[src/rtl/cmd_ptr_pkg.sv]
package cmd_ptr_pkg;
  typedef enum logic [1:0] {
    PH_IDLE  = 2'd0,
    PH_WADDR = 2'd1,
    PH_WDATA = 2'd2,
    PH_READ  = 2'd3
  } phase_t;
endpackage

[src/rtl/cmd_ptr_step.sv]
module cmd_ptr_step #(
  parameter int ADDR_W    = 8,
  parameter int LAST_ADDR = 'h37
) (
  input  logic [ADDR_W-1:0] ptr,
  output logic [ADDR_W-1:0] ptr_next,
  output logic              impl
);
  localparam logic [ADDR_W-1:0] LAST = ADDR_W'(LAST_ADDR);

  always_comb begin
    impl     = (ptr <= LAST);
    ptr_next = (ptr < LAST) ? ptr + 1'b1 : ptr;
  end

  always_comb begin
    a_r4_hold_top: assert (ptr != LAST || ptr_next == LAST);
  end
endmodule

[src/rtl/cmd_ptr_wport.sv]
module cmd_ptr_wport #(
  parameter int ADDR_W    = 8,
  parameter int DATA_W    = 8,
  parameter int LAST_ADDR = 'h37
) (
  input  logic              clk,
  input  logic              rst,
  input  logic              req,
  input  logic [ADDR_W-1:0] addr,
  input  logic [DATA_W-1:0] data,
  output logic              we,
  output logic [ADDR_W-1:0] waddr,
  output logic [DATA_W-1:0] wdata
);
  always_ff @(posedge clk) begin
    if (rst) begin
      we    <= 1'b0;
      waddr <= '0;
      wdata <= '0;
    end else begin
      we <= req;
      if (req) begin
        waddr <= addr;
        wdata <= data;
      end
    end
  end

  a_r5_no_unimpl_write: assert property (@(posedge clk) disable iff (rst)
    we |-> (waddr <= ADDR_W'(LAST_ADDR)));
endmodule

[src/rtl/cmd_ptr_front.sv]
module cmd_ptr_front
  import cmd_ptr_pkg::*;
#(
  parameter int ADDR_W    = 8,
  parameter int DATA_W    = 8,
  parameter int LAST_ADDR = 'h37
) (
  input  logic              clk,
  input  logic              rst,
  input  logic              ev_start,
  input  logic              ev_rstart,
  input  logic              ev_rd,
  input  logic              ev_stop,
  input  logic              ev_wbyte,
  input  logic [DATA_W-1:0] wbyte,
  input  logic              ev_rreq,
  output logic [DATA_W-1:0] tx_data,
  output logic              tx_valid,
  output logic              rf_we,
  output logic [ADDR_W-1:0] rf_waddr,
  output logic [DATA_W-1:0] rf_wdata,
  output logic [ADDR_W-1:0] rf_raddr,
  input  logic [DATA_W-1:0] rf_rdata
);
  phase_t            phase_q;
  logic [ADDR_W-1:0] ptr_q;
  logic [ADDR_W-1:0] ptr_nxt;
  logic              ptr_impl;
  logic              wr_req;
  logic              any_start;
  logic              load_ptr;

  cmd_ptr_step #(.ADDR_W(ADDR_W), .LAST_ADDR(LAST_ADDR)) u_step (
    .ptr(ptr_q), .ptr_next(ptr_nxt), .impl(ptr_impl)
  );

  always_comb begin
    any_start = ev_start | ev_rstart;
    load_ptr  = !any_start && !ev_stop && ev_wbyte && (phase_q == PH_WADDR);
    wr_req    = !any_start && !ev_stop && ev_wbyte && (phase_q == PH_WDATA) && ptr_impl;
  end

  cmd_ptr_wport #(.ADDR_W(ADDR_W), .DATA_W(DATA_W), .LAST_ADDR(LAST_ADDR)) u_wport (
    .clk(clk), .rst(rst), .req(wr_req), .addr(ptr_q), .data(wbyte[DATA_W-1:0]),
    .we(rf_we), .waddr(rf_waddr), .wdata(rf_wdata)
  );

  always_ff @(posedge clk) begin
    if (rst) begin
      phase_q  <= PH_IDLE;
      ptr_q    <= '0;
      tx_data  <= '0;
      tx_valid <= 1'b0;
    end else begin
      tx_valid <= 1'b0;
      if (any_start) begin
        phase_q <= ev_rd ? PH_READ : PH_WADDR;
      end else if (ev_stop) begin
        phase_q <= PH_IDLE;
      end else begin
        case (phase_q)
          PH_WADDR: if (ev_wbyte) begin
            ptr_q   <= ADDR_W'(wbyte);
            phase_q <= PH_WDATA;
          end
          PH_WDATA: if (ev_wbyte) ptr_q <= ptr_nxt;
          PH_READ: if (ev_rreq) begin
            tx_data  <= ptr_impl ? rf_rdata : '0;
            tx_valid <= 1'b1;
            ptr_q    <= ptr_nxt;
          end
          default: ;
        endcase
      end
    end
  end

  assign rf_raddr = ptr_q;

  a_r8_reset_ptr: assert property (@(posedge clk) rst |=> (ptr_q == '0 && !tx_valid));
  a_r3_step_one: assert property (@(posedge clk) disable iff (rst)
    (!load_ptr && $past(!rst)) |=> (ptr_q == $past(ptr_q) || ptr_q == $past(ptr_q) + 1'b1));
  a_r7_keep_on_event: assert property (@(posedge clk) disable iff (rst)
    (any_start || ev_stop) |=> $stable(ptr_q));
  a_r9_tx_pulse: assert property (@(posedge clk) disable iff (rst)
    (phase_q == PH_READ && ev_rreq && !any_start && !ev_stop) |=> tx_valid);
  a_r10_no_write_on_load: assert property (@(posedge clk) disable iff (rst)
    load_ptr |=> !rf_we);
endmodule

[config.mk]
export PLATFORM = sky130hd
export DESIGN_NAME = cmd_ptr_front
export DESIGN_NICKNAME = d
export VERILOG_FILES = /design/src/rtl/cmd_ptr_pkg.sv /design/src/rtl/cmd_ptr_step.sv /design/src/rtl/cmd_ptr_wport.sv /design/src/rtl/cmd_ptr_front.sv
export SDC_FILE = /design/constraint.sdc
export NUM_CORES = 1
export LEC_CHECK = 0
export CORE_MARGIN = 1
export CORE_UTILIZATION = 39
export CTS_CLUSTER_SIZE = 20
export DETAILED_ROUTE_END_ITERATION = 8
export PLACE_DENSITY = 0.79
export SLEW_MARGIN = 30
export SYNTH_ARGS = -nofsm -noshare
export SYNTH_HDL_FRONTEND = slang
export SYNTH_SLANG_ARGS = --single-unit
export TNS_END_PERCENT = 50
[constraint.sdc]
create_clock -name clk -period 2.4 [get_ports clk]
set_clock_uncertainty 0.15 [all_clocks]
set_input_delay 0.72 -clock clk [delete_from_list [all_inputs] [get_ports clk]]
set_output_delay 0.72 -clock clk [all_outputs]
set_load 0.1 [all_outputs]
==> results.toml <==
[setup_path]
timing_worst_setup_path_type = "in2reg"
r2r-start = "rf_raddr[4]$_SDFFE_PP0P_"
worstSetupEndpointType = "flop"
worst_path_max_delay_cell = "clkdlybuf4s50_1"
arrival_ps = 2230
path_buf_inv = 2
critical_path_required_ps = 2410
cp_cell_sequence = "clkdlybuf4s50_1 -> nor2b_1 -> o21ai_0 -> a21oi_2 -> buf_4 -> a2111oi_2 -> a211oi_1"
crit_path_start = "ev_wbyte"
max_stage_delay_ps = 510
cp-start-kind = "primary input"
path_delay_family = "compound AO/OA/AOI/OAI gates"
path_max_fanout = 4

[floorplan]
die_x_microns = 64.44
coreArea_sq_um = 3689
die_height_microns = 64.44
start_util = 0.4121
dieArea_sq_um = 4152
ios = 58
num_rows = 22

[global_routing]
grt-busiest-layer = "met2"
overflow = 0
grt_use_met3 = 0.07218
grt_pass1_vias = 1478
antenna_found_initial = 0
grt_use_met1 = 0.2730
met2_usage = 0.3408
grt_usage = 0.2197
grt_max_degree = 21
grt_pass1_wl_microns = 6962

[routing]
wl_per_cell_microns = 13.86
wl_microns = 4256
dr_total_vias = 1616
vias_per_cell = 5.264
drc = 0
drtPass1Iterations = 4
drt_iter0_markers = 97
detail-route-antenna-nets = 0

[clock_tree]
cts-root-buf = "clkbuf_8"
cts_buffers = 5
clock_path_buffers = 2
cts_sinks = 36
cts_tree = "done"
htree_levels = 2
clock_latency_ps = 280
clk_pin_slew_ps = 70

[place]
gp_congestion = 0.8213
hpwl_microns = 3058
portBuffers = 57
placed_cell_area_sq_um = 2266
placed_cells = 299

[yosys]
synth_top_cell_by_area = "dfxtp_1"
ys_seq_elements = 36
synth_area_sq_um = 1520
yosysTopAreaCellShare = 0.4741
synth_warnings = 0
yosysUniqueCellTypes = 31
syn_area_per_cell_sq_um = 8.043
synth_cells = 189
synth_area_leaders = "dfxtp_1 (47%), nand2_1 (11%), a21oi_1 (9.5%), nand3_1 (4.3%), a211oi_1 (2.5%)"
syn_nets = 214
seq_area_frac_synth = 0.4741

[sta]
fin_crit_sh = 0.9278
finalSetupViolations = 0
max_freq_mhz = 449.1
finalHoldViolCount = 0
slew_viol_final = 0
period_needed_ps = 2227
finalSetupTns_ps = 0
max-slew-margin-rel = 0.7381
rsz0062_at_grt = "no"
worstMarginPinSlew_ps = 391.6

[min_path]
holdCritPathClass = "reg2reg"
hold_start = "tx_data[3]$_SDFFE_PP0P_"

[final_layout]
area_growth_pct = 57.37
final_area_sq_um = 2392
multi_input_area_sq_um = 744.5
diodes = 0
num-fill-cells = 332
drive_above_1_share = 0.2819
finalNetCount = 284
final_cells = 307
final-seq-area_sq_um = 728.2

[flow_run]
cap_viol_max_count = 0

[power_and_ir_drop]
p_leak_nw = 0.9484
power.density_nw_per_um2 = 519.4
power_mw = 1.243
ir_worst_vdd_uv = 336.3

[run_status]
status = "completed"
Yosys cell counts:
master	number
nand2_1	44
dfxtp_1	36
a21oi_1	29
nand3_1	13
clkbuf_1	10
nor2_1	7
a211oi_1	5
and3_1	5
nor3_1	5
inv_1	4
o21ai_0	4
o32ai_1	4
nor2b_1	3
a311oi_1	2
nand4_1	2
a2111oi_0	1
a21oi_2	1
a41oi_1	1
and4_1	1
buf_2	1
buf_4	1
clkbuf_2	1
clkinv_1	1
ha_1	1
mux2i_1	1
nand2b_1	1
nor4b_4	1
o221a_1	1
o221a_2	1
or2_0	1
or4b_1	1
cell usage in the layout (no fill, tap or decap), types with 5 or more instances in the layout:
| cell type | instances |
|---|---|
| nand2_1 | 44 |
| buf_12 | 9 |
| dfxtp_2 | 6 |
| buf_4 | 44 |
| clkdlybuf4s50_1 | 20 |
| nand3_1 | 13 |
| a21oi_1 | 29 |
| a211oi_1 | 5 |
| clkbuf_8 | 7 |
| nor2_1 | 7 |
| dfxtp_1 | 30 |
power breakdown:
part	switching [mW]	internal, mW
combinational	0.0898	0.0788
clock	0.204	0.255
sequential	0.0103	0.604
kinds of logic after synthesis:
kind of cell / after synthesis / synth area share
adders and majority gates: 1 / 0.008229
DFF: 36 / 0.4741
AOI/OAI and AO/OA: 49 / 0.2000
and+or+nand+nor: 84 / 0.2626
muxes: 1 / 0.006585
buffers and inverters: 18 / 0.04855
routing by layer:
| metal | share of wire | routed length [microns] |
|---|---|---|
| met1 | 0.44 | 1864 |
| met2 | 0.46 | 1969 |
| met3 | 0.083 | 352 |
| met4 | 0.016 | 70 |
| met5 | 0 | 0 |
per-stage QoR:
stage / setup slack, ps / hold WS [ps] / util
CTS: 7.112 / 306.6 / 0.6459
detailed placement: -394.1 / 295.4 / 0.6143
global placement: -320.0 / 288.6 / 0.6143
global route: 116.5 / 323.1 / 0.6486
finish: 173.2 / 302.8 / 0.6486
floorplan: 3.904 / 452.2 / -
registers in the layout, summed over array words and instances, names as in the netlist:
signal,count
phase_q,2
rf_raddr,8
tx_data,8
u_wport.waddr,8
tx_valid,1
u_wport.wdata,8
u_wport.we,1
repair_timing:
action,CTS,global route
hold buffers,0,0
buffers inserted,1,0
endpoints found under the setup margin,8,5
resized for setup,6,3
pin swaps,1,1
worst paths after layout:
path | endpoint | slack (ps) | depth (start not counted)
worst max-delay path | rf_raddr[1]$_SDFFE_PP0P_ | 170 | 7
worst min-delay path | tx_data[3]$_SDFFE_PP0P_ | 300 | 2
worst max register to register | rf_raddr[6]$_SDFFE_PP0P_ | 400 | 6
worst min register to register | tx_data[3]$_SDFFE_PP0P_ | 300 | 2
area by class of cell:
class,count,share of cell area
Multi-Input combinational cell,135,0.3112
Clock buffer,7,0.04027
Timing Repair Buffer,76,0.3112
Inverter,5,0.007845
Sequential cell,36,0.3044
Tap cell,48,0.02510
worst reg2reg max path, delay by kind of cell (launching register included):
| family | cells | cell delay [ps] |
|---|---|---|
| AOI/OAI and AO/OA | 3 | 530 |
| buffers and inverters | 1 | 180 |
| and+or+nand+nor | 2 | 690 |
| DFF | 1 | 380 |
(Power assumes the default switching activity.)
